===== config.mk =====
export PLATFORM = sky130hd
export DESIGN_NAME = xor_delta_codec
export DESIGN_NICKNAME = d
export VERILOG_FILES = /design/src/rtl/xdc_pkg.sv /design/src/rtl/xdc_delta.sv /design/src/rtl/xdc_out_slot.sv /design/src/rtl/xor_delta_codec.sv
export SDC_FILE = /design/constraint.sdc
export NUM_CORES = 1
export LEC_CHECK = 0
export CORE_ASPECT_RATIO = 0.9
export CORE_MARGIN = 8
export CORE_UTILIZATION = 60
export CTS_BUF_LIST = sky130_fd_sc_hd__clkbuf_4 sky130_fd_sc_hd__clkbuf_8
export DETAILED_ROUTE_END_ITERATION = 7
export PLACE_DENSITY = 0.89
export SYNTH_ARGS = -nofsm -noshare
export SYNTH_HDL_FRONTEND = slang
export SYNTH_SLANG_ARGS = --single-unit

===== constraint.sdc =====
create_clock -name clk -period 6.3 [get_ports clk]
set_clock_uncertainty 0.05 [all_clocks]
set_input_delay 1.575 -clock clk [delete_from_list [all_inputs] [get_ports clk]]
set_output_delay 1.575 -clock clk [all_outputs]
set_load 0.05 [all_outputs]

===== src/rtl/xdc_pkg.sv =====
package xdc_pkg;
    typedef enum logic [1:0] {
        ST_RUN   = 2'd0,
        ST_LIT   = 2'd1,
        ST_EXP   = 2'd2,
        ST_DRAIN = 2'd3
    } xdc_state_e;

    localparam logic MODE_CAPTURE = 1'b0;
    localparam logic TAG_LITERAL  = 1'b1;
endpackage


===== src/rtl/xdc_delta.sv =====
module xdc_delta #(
    parameter int W = 16
) (
    input  logic [W-1:0] a,
    input  logic [W-1:0] b,
    output logic [W-1:0] d,
    output logic         is_zero
);
    assign d       = a ^ b;
    assign is_zero = (d == '0);
endmodule


===== src/rtl/xdc_out_slot.sv =====
module xdc_out_slot #(
    parameter int W = 17
) (
    input  logic         clk,
    input  logic         rst_n,
    input  logic         load,
    input  logic [W-1:0] ld_data,
    input  logic         ld_last,
    input  logic         out_ready,
    output logic         out_valid,
    output logic [W-1:0] out_data,
    output logic         out_last,
    output logic         free
);
    assign free = !out_valid || out_ready;

    always_ff @(posedge clk or negedge rst_n) begin
        if (!rst_n) begin
            out_valid <= 1'b0;
            out_data  <= '0;
            out_last  <= 1'b0;
        end else if (load) begin
            out_valid <= 1'b1;
            out_data  <= ld_data;
            out_last  <= ld_last;
        end else if (out_ready) begin
            out_valid <= 1'b0;
        end
    end
endmodule


===== src/rtl/xor_delta_codec.sv =====
module xor_delta_codec
    import xdc_pkg::*;
#(
    parameter int DATA_W  = 16,
    parameter int RUN_MAX = 255
) (
    input  logic              clk,
    input  logic              rst_n,
    input  logic              mode,
    input  logic              ref_valid,
    output logic              ref_ready,
    input  logic [DATA_W-1:0] ref_data,
    input  logic              ref_last,
    input  logic              sec_valid,
    output logic              sec_ready,
    input  logic [DATA_W:0]   sec_data,
    input  logic              sec_last,
    output logic              out_valid,
    input  logic              out_ready,
    output logic [DATA_W:0]   out_data,
    output logic              out_last,
    output logic              err_len
);
    localparam int CNT_W = $clog2(RUN_MAX + 1);
    localparam int TOK_W = DATA_W + 1;

    xdc_state_e        state_q, state_n;
    logic [CNT_W-1:0]  run_q, run_n;
    logic [DATA_W-1:0] plit_q, plit_n;
    logic              plast_q, plast_n;
    logic              tlast_q, tlast_n;
    logic              nref_q, nref_n;
    logic              nsec_q, nsec_n;
    logic              err_q, err_n;

    logic [DATA_W-1:0] delta;
    logic              dz;
    logic              free, load, ld_last;
    logic [TOK_W-1:0]  ld_tok;
    logic [CNT_W-1:0]  cnt_inc;
    logic              pair_end, pair_mis;

    xdc_delta #(.W(DATA_W)) u_delta (
        .a       (ref_data),
        .b       (sec_data[DATA_W-1:0]),
        .d       (delta),
        .is_zero (dz)
    );

    xdc_out_slot #(.W(TOK_W)) u_slot (
        .clk       (clk),
        .rst_n     (rst_n),
        .load      (load),
        .ld_data   (ld_tok),
        .ld_last   (ld_last),
        .out_ready (out_ready),
        .out_valid (out_valid),
        .out_data  (out_data),
        .out_last  (out_last),
        .free      (free)
    );

    function automatic logic [TOK_W-1:0] run_tok(input logic [CNT_W-1:0] c);
        logic [TOK_W-1:0] t;
        t            = '0;
        t[CNT_W-1:0] = c;
        return t;
    endfunction

    assign cnt_inc  = run_q + 1'b1;
    assign pair_end = ref_last | sec_last;
    assign pair_mis = ref_last ^ sec_last;
    assign err_len  = err_q;

    always_ff @(posedge clk or negedge rst_n) begin
        if (!rst_n) state_q <= ST_RUN;
        else        state_q <= state_n;
    end

    always_ff @(posedge clk or negedge rst_n) begin
        if (!rst_n) begin
            run_q   <= '0;
            plit_q  <= '0;
            plast_q <= 1'b0;
            tlast_q <= 1'b0;
            nref_q  <= 1'b0;
            nsec_q  <= 1'b0;
            err_q   <= 1'b0;
        end else begin
            run_q   <= run_n;
            plit_q  <= plit_n;
            plast_q <= plast_n;
            tlast_q <= tlast_n;
            nref_q  <= nref_n;
            nsec_q  <= nsec_n;
            err_q   <= err_n;
        end
    end

    always_comb begin
        state_n   = state_q;
        run_n     = run_q;
        plit_n    = plit_q;
        plast_n   = plast_q;
        tlast_n   = tlast_q;
        nref_n    = nref_q;
        nsec_n    = nsec_q;
        err_n     = err_q;
        ref_ready = 1'b0;
        sec_ready = 1'b0;
        load      = 1'b0;
        ld_tok    = '0;
        ld_last   = 1'b0;
        unique case (state_q)
            ST_RUN: begin
                if (mode == MODE_CAPTURE) begin
                    if (ref_valid && sec_valid && free) begin
                        ref_ready = 1'b1;
                        sec_ready = 1'b1;
                        if (pair_mis) begin
                            err_n  = 1'b1;
                            nref_n = sec_last;
                            nsec_n = ref_last;
                        end
                        if (dz) begin
                            if (pair_end) begin
                                load    = 1'b1;
                                ld_tok  = run_tok(cnt_inc);
                                ld_last = 1'b1;
                                run_n   = '0;
                                state_n = pair_mis ? ST_DRAIN : ST_RUN;
                            end else if (cnt_inc == CNT_W'(RUN_MAX)) begin
                                load   = 1'b1;
                                ld_tok = run_tok(cnt_inc);
                                run_n  = '0;
                            end else begin
                                run_n = cnt_inc;
                            end
                        end else if (run_q != '0) begin
                            load    = 1'b1;
                            ld_tok  = run_tok(run_q);
                            plit_n  = delta;
                            plast_n = pair_end;
                            run_n   = '0;
                            state_n = ST_LIT;
                        end else begin
                            load    = 1'b1;
                            ld_tok  = {TAG_LITERAL, delta};
                            ld_last = pair_end;
                            state_n = pair_mis ? ST_DRAIN : ST_RUN;
                        end
                    end
                end else if (sec_valid) begin
                    if (sec_data[DATA_W] == TAG_LITERAL) begin
                        if (ref_valid && free) begin
                            ref_ready = 1'b1;
                            sec_ready = 1'b1;
                            load      = 1'b1;
                            ld_tok    = {1'b0, delta};
                            ld_last   = pair_end;
                            if (pair_mis) begin
                                err_n  = 1'b1;
                                nref_n = sec_last;
                                nsec_n = ref_last;
                            end
                            state_n = pair_mis ? ST_DRAIN : ST_RUN;
                        end
                    end else begin
                        sec_ready = 1'b1;
                        if (sec_data[CNT_W-1:0] != '0) begin
                            run_n   = sec_data[CNT_W-1:0];
                            tlast_n = sec_last;
                            state_n = ST_EXP;
                        end
                    end
                end
            end
            ST_LIT: begin
                if (free) begin
                    load    = 1'b1;
                    ld_tok  = {TAG_LITERAL, plit_q};
                    ld_last = plast_q;
                    state_n = (nref_q || nsec_q) ? ST_DRAIN : ST_RUN;
                end
            end
            ST_EXP: begin
                if (ref_valid && free) begin
                    ref_ready = 1'b1;
                    load      = 1'b1;
                    ld_tok    = {1'b0, ref_data};
                    run_n     = run_q - 1'b1;
                    if (run_q == CNT_W'(1)) begin
                        ld_last = tlast_q | ref_last;
                        state_n = ST_RUN;
                        if (tlast_q != ref_last) begin
                            err_n   = 1'b1;
                            nref_n  = tlast_q;
                            nsec_n  = ref_last;
                            state_n = ST_DRAIN;
                        end
                    end else if (ref_last) begin
                        ld_last = 1'b1;
                        err_n   = 1'b1;
                        run_n   = '0;
                        nsec_n  = !tlast_q;
                        state_n = tlast_q ? ST_RUN : ST_DRAIN;
                    end
                end
            end
            ST_DRAIN: begin
                ref_ready = nref_q;
                sec_ready = nsec_q;
                if (nref_q && ref_valid && ref_last) nref_n = 1'b0;
                if (nsec_q && sec_valid && sec_last) nsec_n = 1'b0;
                if (!nref_n && !nsec_n) state_n = ST_RUN;
            end
            default: state_n = ST_RUN;
        endcase
    end
endmodule


### Word level (Yosys, flattened, before mapping)

Cells that the tools add are included.

| operators by class | value |
|---|---|
| add/subtract/negate cells | 2 |
| equality and inequality tests | 23 |
| mux-type cells | 112 |
| bitwise logic cells | 7 |
| reductions and logical operators | 28 |

Operator list:

| kind | number |
|---|---|
| $mux 8 | 14 |
| $mux 17 | 5 |
| $mux 16 | 4 |
| $mux 1 | 61 |
| $pmux 17 s3 | 1 |
| $mux 2 | 18 |
| $ne 3x3->1 const B | 8 |
| $reduce_and 8->1 | 3 |
| $logic_not 16->1 | 1 |
| $ne 4x4->1 const B | 4 |
| $pmux 8 s2 | 1 |
| $reduce_bool 8->1 | 2 |
| $xor 16x16->16 | 1 |
| $pmux 1 s3 | 5 |
| $ne 2x2->1 const B | 5 |
| $reduce_and 5->1 | 2 |
| $reduce_and 9->1 | 1 |
| $add 8x1->8 const B | 1 |
| $eq 8x1->1 const B | 1 |
| $eq 8x8->1 const B | 1 |
| $logic_and 1x1->1 | 8 |
| $pmux 2 s4 | 1 |
| $sub 8x1->8 const B | 1 |
| $reduce_and 7->1 | 1 |
| 12 further kinds | 22 |

| word-level totals | value |
|---|---|
| flip-flop bits (word level) | 50 |

### Logic depth before layout (Yosys ltp)

Gate-level depths: netlist (run 1).

| depth | value |
|---|---|
| depth in word-level cells | 9 |
| mapped depth | 10 |
| mapped depth without buffers | 8 |

### Hierarchy

Synthesis (run 1) repeated with hierarchy kept, for this count alone.

| unflattened totals | value |
|---|---|
| cells, all modules | 402 |
| area, all modules | 3747.3 sq um |

By module, submodules not included:

| module | instances | cells each | area each (sq um) | seq. area each (sq um) |
|---|---|---|---|---|
| xor_delta_codec | 1 | 340 | 2817.7 | 775.7 |
| xdc_out_slot | 1 | 41 | 755.7 | 475.5 |
| xdc_delta | 1 | 21 | 173.9 | 0.0 |

### Worst setup path after synthesis (run 1)

Ideal clock, no wire load.

| timing | value |
|---|---|
| path type | input to output |
| start | in out_ready |
| end | out ref_ready |
| data arrival time | 3120 ps |
| required time | 4675 ps |
| setup slack | 1555 ps |
| stages on the path | 5 |
| path buffers | 1 |
| cells stage by stage | nand2b_1 and2_1 clkbuf_1 nand2_1 a31oi_1 |

| between the ends | value |
|---|---|
| cells in the longest elaborated chain, start to end | 7 |

Ends and longest elaborated chain:

| item | line | RTL |
|---|---|---|
| start, declared | xor_delta_codec.sv:19 | `input logic out_ready,` |
| $logic_or 1x1->1 * | xdc_out_slot.sv:15 | `assign free = !out_valid \|\| out_ready;` |
| $logic_and 1x1->1 | xor_delta_codec.sv:155, xor_delta_codec.sv:187 |  |
| $mux 1 | xor_delta_codec.sv:155, xor_delta_codec.sv:187 |  |
| $mux 1 | xor_delta_codec.sv:154 | `if (sec_data[DATA_W] == TAG_LITERAL) begin` |
| $mux 1 | xor_delta_codec.sv:153 | `end else if (sec_valid) begin` |
| $mux 1 | xor_delta_codec.sv:116 | `if (mode == MODE_CAPTURE) begin` |
| $pmux 1 s3 * | xor_delta_codec.sv:114 | `unique case (state_q)` |
| end, declared | xor_delta_codec.sv:11 | `output logic ref_ready,` |

Every way passes the cells marked *; elsewhere a longest branch is shown, timed or not.

### Worst setup path after layout (run 1)

Same ends and word-level chain as after synthesis.

==> metrics.txt, run 1 <==
# DRC 0; grt total ovfl 0; most common cell after layout, fill and taps aside clkdlybuf4s50_1; library cells used by synthesis 60; Post-CTS Setup Bufs 0; Die Width 99.1 um; root buf cell clkbuf_8; Resize count post-CTS 0; Pwr per Cell Area between 400 and 500 mW/mm2; EDFF count, synth 0; Die ar. between 0.009 and 0.01 mm2; initial core utilization 0.614; CTS tree yes; Worst R2R Path Depth 6; Compound-Gate Fraction of Synth Area 0.265; post-synthesis sequential area ratio 0.335; PortBufs between 60 and 70; family with the most delay on the worst path buffers and inverters; fin crit share 0.868; final wirelength between 10000 and 15000 um; Syn-to-layout area delta 18.8%; slowest stage delay, CP approximately 0.85 ns; via count 3726; setup_tns 0 ns; CP dominant cell by count clkdlybuf4s50_1; layout cells sized above 1 0.0626; unrepaired setup endpoints after global routing no; Rel. slew slack 0.187; FF-to-FF setup slack about 2.9 ns; Adder-Cell Fraction of Synth Area 0.0369; # nets final around 550; final core utilization 0.729; CP Max Fanout 9; largest net degree at the start of global routing between 50 and 60; CTS Buf Count 5; CP max stage cell clkdlybuf4s50_1; worst hold endpoint err_len; P_leak ~0.0017 uW; cell taking the most area after synthesis dfrtp_1; htree depth 2; Synth Instances roughly 450; global routing met2 resource utilization 0.383; final setup fails 0; minimum clock period approximately 5.5 ns; HP Class reg2reg; mux contribution to synthesized area 0.0449; initial DRC count around 400; RD Place Congestion approximately 0.94; cts hold-fix bufs 0; syn_area_per_cell 8.31 um2; startpoint types primary input; Clk Latency, worst-skew pair 0.32 ns; Critical Path Sink Type output port; fmax about 180 MHz; Post-Syn Nets between 500 and 600; Yosys warning count 0; crit path DAT 3.84 ns; synthesized flop and latch total 50; Detail Route Antenna Nets 0; Die H 90.8 um; gr busiest metal met2; area of the mapped netlist roughly 0.0037 mm2; Yosys top cell area share 0.335; Critical Setup Path Class in2out; met1 usage 0.309; commonest cells after routing, fill and taps aside clkdlybuf4s50_1 (61), dfrtp_1 (50), nor2_1 (48), nand2_1 (37), a21oi_1 (32); RR Endpoint plit_q[5]; worst-path cell chain clkdlybuf4s50_1 -> nand2b_1 -> and2_1 -> nand2_1 -> a31oi_1 -> clkdlybuf4s50_1; vias in the first global route about 3600; ANT cells 0; # clock sinks 50; ys flop type dfrtp_1; worst endpoint required time ~4.7 ns; DR pass1 iterations 6; FFs w/ async S/R, synth 1.00; XOR/XNOR Fraction of Synth Area 0.0516; CP Buf/Inv Count 2; grt met3 use 0.0501; largest cells by area after synthesis dfrtp_1 (34%), nor2_1 (4.8%), a21oi_1 (4.3%), nand2_1 (3.7%), ha_1 (3.7%); CTS Buffer Depth 2; status finished, final reports clean; Detailed Place HPWL roughly 7700 um; Synth Area in Simple Gates 0.210; Row Count 27; total global-route track usage 0.238; WHS Path Cells 1; Worst Max-Slew Pin Slew 1.21 ns; worst hold start err_len; first-pass GRT wire length ~18000 um; Clock Pin Slew Worst Setup and Hold Paths about 0.10 ns; DR WL/cell roughly 19 um; post-DR vias/cell around 6.6; Hold Fails Final Rpt 0; VDD IR-drop max 0.335 mV; initial antenna violation count 0; Ports 63; Max Cap Viol 0; r2r startpoint state_q[0]; main combinational cell family by area after synthesis compound AO/OA/AOI/OAI gates; count of pins over their slew limit 0; total core area 0.00608 mm2
[routing by layer]
layer / vias to the layer above / wire length (um)
met5: - / 0
met4: 0 / 194
met3: 18 / 866
met2: 198 / 5040
met1: 1783 / 4640
li1: 1727 / -
[state kept, by name (all words and copies together), names as in the netlist, 2 cells and up]
| register | flops |
|---|---|
| state_q | 2 |
| plit_q | 16 |
| u_slot.out_data | 17 |
| run_q | 8 |
[final cells by class]
cell class,instances,area [um2]
fillers,447,1650
well taps,72,90.1
repair buffers,66,646
multi-input cells,348,2270
inverters,23,86.3
clock buffers,5,68.8
clock inverters,3,21.3
flip-flops and latches,50,1250
[stage by stage]
stage               total power [uW]  hold WS (ns)  instance area, um2  worst slack, ns  cells
global placement                1800         0.395                4340            0.920    559
finish                          2060         0.420                4430            0.833    567
detailed placement              1850         0.396                4340            0.874    559
floorplan                       1490         0.426                3730             1.56    449
global route                    2190         0.456                4430            0.705    567
CTS                             2050         0.424                4430            0.860    567
[power by group]
part / internal, uW / leakage (uW) / total, uW / switching, uW
combinational: 467 / 0.00111 / 1230 / 764
sequential: 483 / 0.000594 / 629 / 146
clock: 78.4 / 0.0000441 / 201 / 122
total: 1030 / 0.00175 / 2060 / 1030
[kinds of logic after synthesis]
group	Yosys count
mux	15
xor+xnor	22
fa+ha+maj	11
simple gates	158
compound gates	142
flops	50
buf+inv	51
[cell usage after synthesis, types with 3 or more instances]
master	n
a211oi_1	7
or3_1	4
and2_1	3
mux2_2	11
xor2_1	10
clkbuf_1	14
nor2b_1	4
buf_2	11
nand2b_1	8
nor3b_1	4
and3_1	6
nand2_1	37
mux2_1	3
a31oi_1	19
nor2_1	48
dfrtp_1	50
nand3_1	14
inv_1	23
or4_1	4
nand4_1	4
o211ai_1	3
o31a_1	14
o2bb2a_1	6
a21oi_1	32
a21o_1	3
a22oi_1	7
o21ai_0	21
a211o_1	7
nor3_1	11
xnor2_1	12
ha_1	11
a221oi_1	5
[worst max-delay path by stage]
stage,startpoint,to,slack [ns],depth (start not counted)
2_1_floorplan,out_ready,ref_ready,1.56,5
3_3_place_gp,out_ready,ref_ready,0.92,6
3_5_place_dp,out_ready,ref_ready,0.87,6
4_1_cts,out_ready,ref_ready,0.86,6
5_1_grt,out_ready,ref_ready,0.71,6
6_report,out_ready,ref_ready,0.83,6
Note: power is estimated with default switching activity, not from simulation.
==> inputs of run 2 (changes only) <==
CTS_CLUSTER_DIAMETER = 100   (was default)
TNS_END_PERCENT = 10   (was default)
==> results of run 2 <==
Same layout as run 1: the final DEF is identical, and so are final timing and power.
